## config.mk

```make
export PLATFORM = sky130hd
export DESIGN_NAME = rx_desc_writer
export DESIGN_NICKNAME = d
export VERILOG_FILES = /design/src/rtl/rxd_pkg.sv /design/src/rtl/rxd_packer.sv /design/src/rtl/rxd_status.sv /design/src/rtl/rx_desc_writer.sv
export SDC_FILE = /design/constraint.sdc
export NUM_CORES = 1
export LEC_CHECK = 0
export BUFFER_PORTS_ARGS = -buffer_cell sky130_fd_sc_hd__buf_2
export CAP_MARGIN = 15
export CORE_UTILIZATION = 40
export DETAILED_ROUTE_END_ITERATION = 16
export PLACE_DENSITY = 0.71
export SLEW_MARGIN = 20
export SYNTH_ARGS = -nofsm -noshare
export SYNTH_HDL_FRONTEND = slang
export SYNTH_HIERARCHICAL = 1
export SYNTH_SLANG_ARGS = --single-unit
```

## constraint.sdc

```tcl
create_clock -name clk -period 9.3 [get_ports clk]
set_input_delay 1.395 -clock clk [delete_from_list [all_inputs] [get_ports clk]]
set_output_delay 1.395 -clock clk [all_outputs]
set_load 0.05 [all_outputs]
```

## src/rtl/rxd_pkg.sv

```systemverilog
package rxd_pkg;
   typedef enum logic [2:0] {
      S_IDLE, S_FETCH_ST, S_FETCH_BUF, S_FETCH_NXT,
      S_RECV, S_FLUSH, S_WB, S_DROP
   } rxd_state_e;

   localparam logic [1:0] OWN_ENGINE = 2'b10;
   localparam logic [1:0] OWN_CPU    = 2'b00;
   localparam int OWN_LO    = 30;
   localparam int GOOD_BIT  = 20;
   localparam int LONG_BIT  = 19;
   localparam int IRQ_BIT   = 16;
   localparam int BUF_WORD  = 1;
   localparam int NEXT_WORD = 3;
endpackage

```

## src/rtl/rxd_packer.sv

```systemverilog
module rxd_packer #(
   parameter int BYTE_W  = 8,
   parameter int LANES   = 4,
   parameter bit BIG_END = 1'b0,
   localparam int CNT_W  = $clog2(LANES + 1),
   localparam int LANE_W = (LANES > 1) ? $clog2(LANES) : 1
) (
   input  logic                      clk,
   input  logic                      rst_n,
   input  logic                      clr,
   input  logic                      push,
   input  logic [BYTE_W-1:0]         din,
   output logic [LANES*BYTE_W-1:0]   word,
   output logic [CNT_W-1:0]          cnt
);
   logic [LANE_W-1:0] lane;

   generate
      if ((LANES & (LANES - 1)) != 0) begin : g_bad_lanes
         $error("rxd_packer: LANES must be a power of two");
      end
      if (BIG_END) begin : g_big
         assign lane = LANE_W'(LANES - 1) - cnt[LANE_W-1:0];
      end else begin : g_little
         assign lane = cnt[LANE_W-1:0];
      end
   endgenerate

   always_ff @(posedge clk) begin
      if (!rst_n || clr) begin
         word <= '0;
         cnt  <= '0;
      end else if (push) begin
         word[lane*BYTE_W +: BYTE_W] <= din;
         cnt <= cnt + CNT_W'(1);
      end
   end


   pack_bound_chk: assert property (@(posedge clk) disable iff (!rst_n)
      push |-> (cnt < CNT_W'(LANES)));
endmodule

```

## src/rtl/rxd_status.sv

```systemverilog
module rxd_status #(
   parameter int DATA_W    = 32,
   parameter int LEN_W     = 16,
   parameter int CRC_BYTES = 4
) (
   input  logic [LEN_W-1:0]  kept,
   input  logic              long_flag,
   input  logic              irq_en,
   output logic [DATA_W-1:0] status
);
   import rxd_pkg::*;

   generate
      if (DATA_W != 32) begin : g_bad_width
         $error("rxd_status: status word must be 32 bits");
      end
      if (LEN_W > 16) begin : g_bad_len
         $error("rxd_status: length field is 16 bits");
      end
   endgenerate

   always_comb begin
      status = '0;
      status[OWN_LO +: 2] = OWN_CPU;
      status[GOOD_BIT]    = 1'b1;
      status[LONG_BIT]    = long_flag;
      status[IRQ_BIT]     = irq_en;
      status[LEN_W-1:0]   = kept + LEN_W'(CRC_BYTES);
   end
endmodule

```

## src/rtl/rx_desc_writer.sv

```systemverilog
module rx_desc_writer #(
   parameter int ADDR_W    = 32,
   parameter int BYTE_W    = 8,
   parameter int LANES     = 4,
   parameter int LEN_W     = 16,
   parameter int STD_MAX   = 1518,
   parameter int LONG_MAX  = 2048,
   parameter int CRC_BYTES = 4,
   parameter bit BIG_END   = 1'b0,
   localparam int DATA_W   = LANES * BYTE_W
) (
   input  logic              clk,
   input  logic              rst_n,
   input  logic              rx_on,
   input  logic              accept_long,
   input  logic              accept_ucast,
   input  logic              rxint_en,
   input  logic              poll_req,
   input  logic [ADDR_W-1:0] list_base,
   input  logic              in_valid,
   input  logic [BYTE_W-1:0] in_data,
   input  logic              in_last,
   output logic              in_ready,
   output logic              mem_req,
   output logic              mem_we,
   output logic [ADDR_W-1:0] mem_addr,
   output logic [DATA_W-1:0] mem_wdata,
   input  logic [DATA_W-1:0] mem_rdata,
   input  logic              mem_ack,
   output logic [ADDR_W-1:0] cur_desc,
   output logic              ev_rxintr,
   output logic              ev_rxgd,
   output logic              ev_deni,
   output logic              ev_ptle,
   output logic              ev_rdu
);
   import rxd_pkg::*;

   localparam int WORD_BYTES = DATA_W / 8;
   localparam int CNT_W      = $clog2(LANES + 1);

   generate
      if (BYTE_W != 8) begin : g_bad_byte
         $error("rx_desc_writer: byte lanes must be 8 bits");
      end
      if (ADDR_W > DATA_W) begin : g_bad_addr
         $error("rx_desc_writer: address wider than data word");
      end
      if (STD_MAX >= LONG_MAX || LONG_MAX + CRC_BYTES >= (1 << LEN_W)) begin : g_bad_lim
         $error("rx_desc_writer: frame limits do not fit");
      end
   endgenerate

   rxd_state_e        state;
   logic [ADDR_W-1:0] cur_q, nxt_q, wptr_q;
   logic [LEN_W-1:0]  seen_q, kept_q, limit;
   logic              long_q, stall_q, eof_q;
   logic [DATA_W-1:0] pk_word, status_w;
   logic [CNT_W-1:0]  pk_cnt, fill_nx;
   logic              accept, push, pk_clr, done, own_ok, over;

   assign in_ready = (state == S_RECV) || (state == S_DROP);
   assign accept   = in_valid && in_ready;
   assign limit    = accept_long ? LEN_W'(LONG_MAX) : LEN_W'(STD_MAX);
   assign push     = accept && (state == S_RECV) && (kept_q < limit);
   assign fill_nx  = pk_cnt + CNT_W'(push);
   assign over     = seen_q >= LEN_W'(STD_MAX);
   assign own_ok   = mem_rdata[OWN_LO +: 2] == OWN_ENGINE;
   assign done     = (state == S_WB) && mem_ack;
   assign pk_clr   = mem_ack && ((state == S_FETCH_NXT) || (state == S_FLUSH));

   rxd_packer #(.BYTE_W(BYTE_W), .LANES(LANES), .BIG_END(BIG_END)) u_pack (
      .clk(clk), .rst_n(rst_n), .clr(pk_clr), .push(push),
      .din(in_data), .word(pk_word), .cnt(pk_cnt));

   rxd_status #(.DATA_W(DATA_W), .LEN_W(LEN_W), .CRC_BYTES(CRC_BYTES)) u_stat (
      .kept(kept_q), .long_flag(long_q), .irq_en(rxint_en), .status(status_w));

   always_comb begin
      mem_req  = 1'b0;
      mem_we   = 1'b0;
      mem_addr = cur_q;
      unique case (state)
         S_FETCH_ST:  mem_req = 1'b1;
         S_FETCH_BUF: begin
            mem_req  = 1'b1;
            mem_addr = cur_q + ADDR_W'(BUF_WORD * WORD_BYTES);
         end
         S_FETCH_NXT: begin
            mem_req  = 1'b1;
            mem_addr = cur_q + ADDR_W'(NEXT_WORD * WORD_BYTES);
         end
         S_FLUSH: begin
            mem_req  = 1'b1;
            mem_we   = 1'b1;
            mem_addr = wptr_q;
         end
         S_WB: begin
            mem_req = 1'b1;
            mem_we  = 1'b1;
         end
         default: ;
      endcase
   end

   assign mem_wdata = (state == S_FLUSH) ? pk_word : status_w;
   assign cur_desc  = cur_q;
   assign ev_rxgd   = done;
   assign ev_rxintr = done;
   assign ev_deni   = done;
   assign ev_ptle   = done && long_q;
   assign ev_rdu    = ((state == S_FETCH_ST) && mem_ack && !own_ok) ||
                      ((state == S_IDLE) && in_valid && rx_on && accept_ucast && stall_q);

   always_ff @(posedge clk) begin
      if (!rst_n) begin
         state   <= S_IDLE;
         cur_q   <= list_base;
         nxt_q   <= '0;
         wptr_q  <= '0;
         seen_q  <= '0;
         kept_q  <= '0;
         long_q  <= 1'b0;
         stall_q <= 1'b0;
         eof_q   <= 1'b0;
      end else begin
         if (poll_req) stall_q <= 1'b0;
         unique case (state)
            S_IDLE: begin
               if (!rx_on) cur_q <= list_base;
               if (in_valid) begin
                  if (!rx_on || !accept_ucast || stall_q) state <= S_DROP;
                  else state <= S_FETCH_ST;
               end
            end
            S_FETCH_ST: if (mem_ack) begin
               if (own_ok) state <= S_FETCH_BUF;
               else begin
                  stall_q <= 1'b1;
                  state   <= S_DROP;
               end
            end
            S_FETCH_BUF: if (mem_ack) begin
               wptr_q <= mem_rdata[ADDR_W-1:0];
               state  <= S_FETCH_NXT;
            end
            S_FETCH_NXT: if (mem_ack) begin
               nxt_q  <= mem_rdata[ADDR_W-1:0];
               seen_q <= '0;
               kept_q <= '0;
               long_q <= 1'b0;
               state  <= S_RECV;
            end
            S_RECV: if (accept) begin
               if (seen_q != '1) seen_q <= seen_q + LEN_W'(1);
               if (push) kept_q <= kept_q + LEN_W'(1);
               if (over) long_q <= 1'b1;
               if (in_last) begin
                  eof_q <= 1'b1;
                  state <= (fill_nx != '0) ? S_FLUSH : S_WB;
               end else if (fill_nx == CNT_W'(LANES)) begin
                  eof_q <= 1'b0;
                  state <= S_FLUSH;
               end
            end
            S_FLUSH: if (mem_ack) begin
               wptr_q <= wptr_q + ADDR_W'(WORD_BYTES);
               state  <= eof_q ? S_WB : S_RECV;
            end
            S_WB: if (mem_ack) begin
               cur_q <= nxt_q;
               state <= S_IDLE;
            end
            S_DROP: if (accept && in_last) state <= S_IDLE;
            default: state <= S_IDLE;
         endcase
      end
   end


   req_hold_chk: assert property (@(posedge clk) disable iff (!rst_n)
      (mem_req && !mem_ack) |=> (mem_req && $stable(mem_addr) && $stable(mem_we)));


   ready_excl_chk: assert property (@(posedge clk) disable iff (!rst_n)
      !(in_ready && mem_req));


   ev_once_chk: assert property (@(posedge clk) disable iff (!rst_n)
      ev_rxgd |=> !ev_rxgd);


   rdu_alone_chk: assert property (@(posedge clk) disable iff (!rst_n)
      ev_rdu |-> !ev_rxgd && !ev_ptle);


   advance_chk: assert property (@(posedge clk) disable iff (!rst_n)
      (!ev_rxgd && !(state == S_IDLE && !rx_on)) |=> $stable(cur_desc));
endmodule

```

==> impl_metrics.env, run 1 <==
export IMPL_boundaryPins=186
export IMPL_ys_ff_latch=169
export IMPL_intPower_mw=1.55
export IMPL_drv_slew=0
export IMPL_power_density_nw_per_um2=250
export IMPL_ys_async_sr_fraction_pct=0
export IMPL_ir_drop_v=0.000161
export IMPL_fmax_mhz=193
export IMPL_setup_ws_ps=4130
export IMPL_hold_viol_final=0
export IMPL_rrSetupSlack_ps=5830
export IMPL_worstPathMaxFanout=22
export IMPL_fin_tns_setup_ps=0
export IMPL_hpwlAfterDp_mm=20.2
export IMPL_max_cap_viol_count=0
export IMPL_drt_iter0_markers=952
export IMPL_outcome="complete, no violations"
export IMPL_grt_pass1_vias=8769
export IMPL_htree_levels=4
export IMPL_fin_cells=1729
export IMPL_skew_ps=13.8
export IMPL_die_w_um=160
export IMPL_vias=9900
export IMPL_gp_congestion=0.851
export IMPL_cts_setup_buffers=0
export IMPL_grt_pass1_wl_mm=46.7
export IMPL_cts_tree="built"
export IMPL_ant_nets=0
export IMPL_die_h_um=160
export IMPL_wl_met3_mm=2.15
export IMPL_cpMostUsedCell="nand3_1"
export IMPL_dr_wl_met2_mm=13.6
export IMPL_path_cells="nor2b_1 -> and2_1 -> ha_1 -> a21o_1 -> nand3_1 -> nor4_2 -> nand2_1 -> or3_1 -> nand3_1 -> buf_2"
export IMPL_hold_start="nxt_q[29]$_SDFFE_PN0P_"
export IMPL_clock_root_buffer="clkbuf_16"
export IMPL_fin_crit_ps=5170
export IMPL_synth_edf_count=32
export IMPL_finalSetupViolCount=0
export IMPL_hold_buffers=0
export IMPL_holdPathEnd="nxt_q[29]$_SDFFE_PN0P_"
export IMPL_grt_max_degree=97
export IMPL_path_class="register to output pin"
export IMPL_cts_resized=0
export IMPL_slowest_stage="dfxtp_1"
export IMPL_reg2reg_depth=7
export IMPL_hp_class="register to register"
export IMPL_highest_layer="met4"
export IMPL_dp_slack_ps=4660
export IMPL_dp_cells=1692
export IMPL_arrival_ps=3780
export IMPL_min_delay_path_depth=2
export IMPL_core_area_um2=24400
export IMPL_worst_skew_pair_late_latency_ps=440
export IMPL_drive_above_1_share_pct=20.6
export IMPL_critPathMaxStageDelay_ps=720
export IMPL_drt_wirelength_per_cell_um=17.0
export IMPL_yosys_cell_types_count=82
export IMPL_gr_total_overflow=0
export IMPL_cts_inserted_buffers=17
export IMPL_pwr_share_seq_pct=34.0
export IMPL_r2r_end="wptr_q[21]$_SDFFE_PN0P_"
export IMPL_syn_area_um2=10000
export IMPL_final_core_util_pct=47.6
export IMPL_pwr_share_comb_pct=41.0
export IMPL_drt_first_pass_iters=5
export IMPL_cp_depth=10
export IMPL_wl_met1_mm=13.1
export IMPL_start_util_pct=41.0
export IMPL_syn_mean_instance_area_um2=7.93
export IMPL_clockBufferDepth=2
export IMPL_relSlewSlack_pct=33.6
export IMPL_cp_buffers_inverters=1
export IMPL_routed_wl_mm=29.3
export IMPL_clk_pin_slew_ps=70
export IMPL_fin_nets=1491
export IMPL_synth_flop_cell="dfxtp_1"
export IMPL_p_sw_share_pct=46.5
export IMPL_synth_cells=1262
export IMPL_static_leakage_power_nw=4.63
export IMPL_cp_start_kind="register"
export IMPL_antenna_found_initial=5
export IMPL_grtUsageTotal_pct=22.6
export IMPL_clkPwrFrac_pct=24.9
export IMPL_clock_sinks=169
export IMPL_synth_seq_area_share_pct=37.0
export IMPL_r2r_start="state[0]$_SDFFE_PN0P_"
export IMPL_switching_power_mw=1.35
export IMPL_yosys_warnings=6
export IMPL_drc=0
export IMPL_fin_crit_sh_pct=55.6
export IMPL_rsz0062_at_grt="no"
export IMPL_place_port_buffers=185
export IMPL_design_die_area_um2=25600
export IMPL_tightestPinTransition_ps=996
export IMPL_rows=57
export IMPL_required_ps=7910
export IMPL_vias_per_cell=5.73
export IMPL_syn_to_final_growth_pct=15.9
export IMPL_endpoint_kind="output pin"
export IMPL_startpoint="state[2]$_SDFFE_PN0P_"
export IMPL_crit_family="simple AND/OR/NAND/NOR gates"
[synth_stat cells (all sizes together), types with 5 or more instances]
cell type  count  area, um^2
nand2        280        1050
dfxtp        137        2740
a21oi        109         549
nor2          90         338
nand3         59         305
clkbuf        58         218
o21ai         53         269
buf           45         273
mux2          34         383
nand4         33         228
edfxtp        32         961
xor2          26         228
ha            21         263
inv           21        78.8
and2          17         106
nor3          16        80.1
and3          14        87.6
o211ai        12        90.1
a31oi         11        68.8
nor4          11        96.3
and4          10        87.6
o311ai        10        87.6
or4           10        75.1
a221o          9        90.1
a32oi          9        78.8
or3            8        50.1
a22oi          7        52.6
nand2b         7        43.8
nor3b          7        63.8
a32o           6        60.1
nand4b         6        52.6
nor2b          6        37.5
nor4b          6         104
o221a          6        67.6
o31ai          6        45.0
xnor2          6        52.6
a221oi         5        43.8
mux2i          5        50.1
[layer usage]
metal / up-vias / global-route usage, %
met5: - / 0
met4: 0 / 7.79
met3: 42 / 4.34
met2: 407 / 35.6
met1: 4676 / 30.7
li1: 4775 / -
[stage by stage]
stage / hold slack [ps] / power, mW / area [um^2]
finish: 455 / 2.89 / 11600
global route: 476 / 3.03 / 11600
CTS: 457 / 2.90 / 11600
detailed placement: 447 / 2.17 / 11000
global placement: 439 / 2.16 / 11000
floorplan: 432 / 1.88 / 10000
[power groups by stage]
stage | Combinational (mW) | Clock [mW] | Sequential, mW
finish | 1.19 | 0.721 | 0.985
global placement | 1.17 | 0 | 0.992
detailed placement | 1.18 | 0 | 0.996
global route | 1.27 | 0.764 | 1.00
floorplan | 0.850 | 0 | 1.03
CTS | 1.18 | 0.732 | 0.980
[cells by family after synthesis]
group	share of synthesized area [%]
other	0.0751
buffers and inverters	5.73
DFF	37.0
xor gates and xnor gates	2.80
and+or+nand+nor	28.8
AOI/OAI and AO/OA	18.4
muxes	4.33
adders and majority gates	2.83
[state kept, by name, indices dropped and copies added, names as in the netlist]
name and count:
cur_desc 32, nxt_q 32, u_pack/word 32, wptr_q 32, kept_q 16, seen_q 16, state 3, u_pack/cnt 3
eof_q 1, long_q 1, stall_q 1
[cell type report]
class	instances	area [um^2]
clock buffers	19	454
flip-flops and latches	169	3700
inverters	22	82.6
multi-input cells	980	5800
fillers	2484	12800
repair buffers	197	1020
clock inverters	13	128
well taps	324	405
diodes	5	12.5
[worst register-to-register path: cells and delay by family (launching register included)]
kind,cells,cell delay [ps]
compound gates,3,1330
flops,1,880
buf+inv,1,760
simple gates,3,420
[placed cells by master, fill, tap and decap left out, types with 7 or more instances in the layout]
cell and instances:
buf_2 185, xor2_1 26, nor3_1 16, conb_1 14
and2_1 16, inv_1 20, nor2_1 89, mux2_2 34
clkbuf_16 18, edfxtp_1 32, nand4_1 31, or4_1 10
nand2_1 280, a22oi_1 7, nand3_1 57, o311ai_0 9
and3_1 14, a31oi_1 11, a32oi_1 9, buf_4 12
o211ai_1 12, o21ai_0 47, ha_1 21, a221o_1 9
or3_1 8, a21oi_1 108, dfxtp_1 137, nor4_1 8
and4_1 10
[worst max-delay path by stage]
| stage | slack, ps | to |
|---|---|---|
| detailed placement | 4660 | mem_addr[31] |
| global placement | 4750 | mem_addr[31] |
| CTS | 4200 | mem_addr[31] |
| finish | 4130 | mem_addr[31] |
| floorplan | 3740 | mem_addr[12] |
| global route | 3860 | mem_addr[31] |
Power figures use the tool's default switching activity.
==> run 2: changes to the inputs <==
==> constraint.sdc (replaced) <==
create_clock -name clk -period 4.9 [get_ports clk]
set_input_delay 0.735 -clock clk [delete_from_list [all_inputs] [get_ports clk]]
set_output_delay 0.735 -clock clk [all_outputs]
set_load 0.05 [all_outputs]
==> impl_metrics.env, run 2 (same netlist as run 1, synthesis figures left out) <==
export IMPL_fin_crit_sh_pct=84.8
export IMPL_drt_first_pass_iters=5
export IMPL_routed_wl_mm=29.6
export IMPL_cts_inserted_buffers=17
export IMPL_finalSetupViolCount=0
export IMPL_hold_ws_ps=453
export IMPL_grtUsageTotal_pct=22.8
export IMPL_hold_buffers=0
export IMPL_fmax_mhz=241
export IMPL_cp_start_kind="register"
export IMPL_gp_congestion=0.865
export IMPL_tightestPinTransition_ps=996
export IMPL_place_port_buffers=185
export IMPL_cp_buffers_inverters=2
export IMPL_drt_iter0_markers=670
export IMPL_drt_wirelength_per_cell_um=17.0
export IMPL_hp_class="register to register"
export IMPL_cts_resized=0
export IMPL_vias_per_cell=5.65
export IMPL_drc=0
export IMPL_final_area_um2=11700
export IMPL_hpwlAfterDp_mm=20.8
export IMPL_min_delay_path_depth=2
export IMPL_arrival_ps=3420
export IMPL_clk_pin_slew_ps=70
export IMPL_fin_tns_setup_ps=0
export IMPL_final_common_cell="nand2_1"
export IMPL_rsz0062_at_grt="no"
export IMPL_die_h_um=160
export IMPL_start_util_pct=41.0
export IMPL_gr_total_overflow=0
export IMPL_required_ps=4160
export IMPL_clock_root_buffer="clkbuf_16"
export IMPL_outcome="complete, no violations"
export IMPL_crit_family="simple AND/OR/NAND/NOR gates"
export IMPL_place_area_um2=11100
export IMPL_drv_slew=0
export IMPL_cpMostUsedCell="nand3_1"
export IMPL_syn_to_final_growth_pct=16.7
export IMPL_skew_ps=14.2
export IMPL_fin_crit_ps=4160
export IMPL_cts_setup_buffers=0
export IMPL_drive_above_1_share_pct=21.0
export IMPL_final_core_util_pct=47.9
export IMPL_slowest_stage="nor4_2"
export IMPL_ant_nets=0
export IMPL_vias=9809
export IMPL_static_leakage_power_nw=4.67
export IMPL_endpoint_kind="output pin"
export IMPL_rows=57
export IMPL_grt_pass1_wl_mm=47.2
export IMPL_core_area_um2=24400
export IMPL_holdPathEnd="nxt_q[3]$_SDFFE_PN0P_"
export IMPL_critPathMaxStageDelay_ps=630
export IMPL_antenna_found_initial=5
export IMPL_hold_viol_final=0
export IMPL_r2r_end="state[2]$_SDFFE_PN0P_"
export IMPL_clockBufferDepth=2
export IMPL_worst_skew_pair_late_latency_ps=440
export IMPL_die_w_um=160
export IMPL_hold_start="nxt_q[3]$_SDFFE_PN0P_"
export IMPL_r2r_start="kept_q[3]$_SDFFE_PN0P_"
export IMPL_ir_drop_v=0.000369
export IMPL_boundaryPins=186
export IMPL_worstPathMaxFanout=27
export IMPL_power_density_nw_per_um2=474
export IMPL_layout_common_cells="nand2_1 (280), buf_2 (185), dfxtp_1 (137)"
export IMPL_path_class="register to output pin"
export IMPL_clock_sinks=169
export IMPL_relSlewSlack_pct=32.6
export IMPL_cts_tree="built"
export IMPL_grt_pass1_vias=9016
export IMPL_design_die_area_um2=25600
export IMPL_htree_levels=4
export IMPL_path_cells="buf_4 -> and2_1 -> ha_1 -> a21o_1 -> nand3_1 -> nor4_2 -> nand2_1 -> or3_1 -> nand3_1 -> buf_2"
export IMPL_grt_max_degree=63
export IMPL_reg2reg_depth=12
export IMPL_max_cap_viol_count=0
export IMPL_rrSetupSlack_ps=1680
export IMPL_fin_nets=1499
## run 2: cell types whose count changed in the layout (fill, tap and decap cells not counted), moves of 2 or more
cell,previous run,this run
clkinv_8,0,2
inv_4,2,0
buf_4,12,20
inv_8,2,5
## run 2: cell type report
cell class	count	area, um^2
Inverter	22	82.6
Fill cell	2421	12700
Antenna cell	5	12.5
Sequential cell	169	3700
Tap cell	324	405
Clock buffer	17	425
Multi-Input combinational cell	980	5790
Timing Repair Buffer	205	1080
Clock inverter	15	175
## run 2: how the worst max path moves through the flow
stage | startpoint | end | cells after the start
after global routing | state[0]$_SDFFE_PN0P_ | mem_addr[31] | 10
after CTS | state[0]$_SDFFE_PN0P_ | mem_addr[31] | 10
final | state[0]$_SDFFE_PN0P_ | mem_addr[31] | 10
after floorplan | state[1]$_SDFFE_PN0P_ | mem_addr[12] | 11
after detailed placement | state[0]$_SDFFE_PN0P_ | mem_addr[31] | 10
after global placement | state[0]$_SDFFE_PN0P_ | mem_addr[31] | 10
## run 2: routing by layer
metal	wire (um)	GRT usage [%]	up-vias
li1	-	-	4784
met5	0	0	-
met2	14100	37.9	335
met4	422	6.80	0
met1	13200	29.6	4652
met3	1850	4.96	38
## run 2: tightest hold or removal path: stages (launching register included)
cell and delay (ps):
dfxtp_1 310, nand2_1 50, a21oi_1 50
## run 2: through the flow
step | instances | power [mW] | setup WS (ps)
after floorplan | 1274 | 3.56 | 2.74
after global placement | 1700 | 4.13 | 1260
after detailed placement | 1700 | 4.16 | 1250
after CTS | 1732 | 5.54 | 778
after global routing | 1735 | 5.80 | 560
final | 1737 | 5.54 | 742
## run 2: power breakdown
part	internal [mW]	leakage, nW	switching [mW]	total (mW)
clock network	0.733	0.294	0.649	1.38
registers	1.60	1.43	0.203	1.80
logic	0.615	2.95	1.74	2.35
==> run 3: changes to the inputs <==
==> constraint.sdc (replaced) <==
create_clock -name clk -period 4.2 [get_ports clk]
set_input_delay 0.63 -clock clk [delete_from_list [all_inputs] [get_ports clk]]
set_output_delay 0.63 -clock clk [all_outputs]
set_load 0.05 [all_outputs]
==> impl_metrics.env, run 3 (same netlist as run 1, synthesis figures left out) <==
export IMPL_required_ps=3570
export IMPL_power_density_nw_per_um2=550
export IMPL_clock_root_buffer="clkbuf_16"
export IMPL_path_cells="nor2b_1 -> and2_1 -> ha_1 -> a21o_1 -> nand3_1 -> nor4_2 -> nand2_1 -> or3_1 -> nand3_1 -> buf_2"
export IMPL_grt_max_degree=63
export IMPL_critPathMaxStageDelay_ps=620
export IMPL_fin_crit_sh_pct=95.8
export IMPL_finalSetupViolCount=0
export IMPL_endpoint_kind="output pin"
export IMPL_fin_crit_ps=4020
export IMPL_reg2reg_depth=11
export IMPL_pwr_share_comb_pct=43.0
export IMPL_slowest_stage="nor4_2"
export IMPL_crit_family="simple AND/OR/NAND/NOR gates"
export IMPL_intPower_mw=3.38
export IMPL_static_leakage_power_nw=4.67
export IMPL_antenna_found_initial=3
export IMPL_cpMostUsedCell="nand3_1"
export IMPL_drt_iter0_markers=885
export IMPL_worst_skew_pair_late_latency_ps=440
export IMPL_clockBufferDepth=2
export IMPL_switching_power_mw=3.03
export IMPL_ir_drop_v=0.000325
export IMPL_min_delay_path_depth=3
export IMPL_layout_common_cells="nand2_1 (280), buf_2 (185), dfxtp_1 (137)"
export IMPL_cts_resized=0
export IMPL_place_port_buffers=185
export IMPL_fillCellCount=2462
export IMPL_hold_start="mem_rdata[10]"
export IMPL_drc=0
export IMPL_fin_tns_setup_ps=0
export IMPL_core_area_um2=24400
export IMPL_cp_buffers_inverters=1
export IMPL_p_sw_share_pct=47.3
export IMPL_clk_pin_slew_ps=70
export IMPL_design_die_area_um2=25600
export IMPL_rsz0062_at_grt="no"
export IMPL_cp_start_kind="register"
export IMPL_place_area_um2=11100
export IMPL_grt_pass1_vias=8913
export IMPL_grtUsageTotal_pct=22.7
export IMPL_final_common_cell="nand2_1"
export IMPL_arrival_ps=3390
export IMPL_tightestPinTransition_ps=923
export IMPL_fmax_mhz=249
export IMPL_ant_nets=0
export IMPL_cts_inserted_buffers=17
export IMPL_routed_wl_mm=29.5
export IMPL_outcome="complete, no violations"
export IMPL_syn_to_final_growth_pct=16.4
export IMPL_hold_viol_final=0
export IMPL_gp_congestion=0.870
export IMPL_cts_setup_buffers=0
export IMPL_cts_tree="built"
export IMPL_fin_nets=1499
export IMPL_path_class="register to output pin"
export IMPL_pwr_share_seq_pct=32.8
export IMPL_vias=9764
export IMPL_vias_per_cell=5.63
export IMPL_start_util_pct=41.0
export IMPL_htree_levels=4
export IMPL_hpwlAfterDp_mm=20.7
export IMPL_r2r_start="kept_q[3]$_SDFFE_PN0P_"
export IMPL_r2r_end="state[2]$_SDFFE_PN0P_"
export IMPL_die_h_um=160
export IMPL_die_w_um=160
export IMPL_rrSetupSlack_ps=1180
export IMPL_grt_pass1_wl_mm=46.6
export IMPL_clock_sinks=169
export IMPL_drive_above_1_share_pct=21.0
export IMPL_drt_wirelength_per_cell_um=17.0
export IMPL_gr_total_overflow=0
export IMPL_hold_ws_ps=441
export IMPL_fin_total_pwr_mw=6.41
export IMPL_rows=57
export IMPL_skew_ps=15.0
export IMPL_final_area_um2=11600
export IMPL_boundaryPins=186
export IMPL_hold_buffers=0
export IMPL_worstPathMaxFanout=6
export IMPL_drt_first_pass_iters=7
export IMPL_max_cap_viol_count=0
export IMPL_holdPathEnd="nxt_q[10]$_SDFFE_PN0P_"
export IMPL_clkPwrFrac_pct=24.3
export IMPL_hp_class="input pin to register"
export IMPL_drv_slew=0
export IMPL_relSlewSlack_pct=38.3
## run 3: cell types whose count changed in the layout (fill, tap and decap cells not counted)
cell,previous run,this run
clkinv_4,0,2
bufinv_16,1,0
o311ai_0,9,5
inv_8,5,4
o311ai_1,1,5
diode_2,5,3
## run 3: worst min-delay path, cell delays in order
cell and delay, ps:
buf_2 110, nand2_1 50, a21oi_1 50
## run 3: worst max path at each step
stage / cells past startpoint / end / from
finish: 10 / mem_addr[31] / state[1]$_SDFFE_PN0P_
global route: 10 / mem_addr[31] / state[1]$_SDFFE_PN0P_
CTS: 10 / mem_addr[31] / state[1]$_SDFFE_PN0P_
detailed placement: 10 / mem_addr[31] / state[1]$_SDFFE_PN0P_
global placement: 10 / mem_addr[31] / state[1]$_SDFFE_PN0P_
floorplan: 11 / mem_addr[12] / state[1]$_SDFFE_PN0P_
## run 3: routing by layer
metal	track usage, %	vias to the layer above	wire (um)
met3	4.91	51	1980
li1	-	4785	-
met5	0	-	0
met2	36.6	370	13700
met4	8.18	0	739
met1	29.8	4558	13000
## run 3: area by class of cell
cell class                 count  area [um^2]  share of cell area [%]
antenna                        3         7.51                  0.0645
sequential                   169         3700                    31.8
clock buffer                  17          425                    3.65
multi-input combinational    980         5790                    49.8
tap                          324          405                    3.48
inverter                      22         82.6                   0.709
clock inverter                15          151                    1.30
timing repair buffer         205         1080                    9.24
## run 3: power by group through the flow
| stage | Combinational (mW) | Clock (mW) | Sequential (mW) |
|---|---|---|---|
| 2_1_floorplan | 1.88 | 0 | 2.28 |
| 3_3_place_gp | 2.71 | 0 | 2.12 |
| 6_report | 2.76 | 1.55 | 2.10 |
| 4_1_cts | 2.75 | 1.58 | 2.09 |
| 3_5_place_dp | 2.74 | 0 | 2.13 |
| 5_1_grt | 2.93 | 1.64 | 2.13 |
## run 3: stage by stage
stage	utilization (%)	instances	setup slack (ps)
floorplan	-	1274	-592
global placement	45.4	1700	786
detailed placement	45.4	1700	705
CTS	47.7	1732	236
global route	47.7	1735	30.1
finish	47.7	1735	177
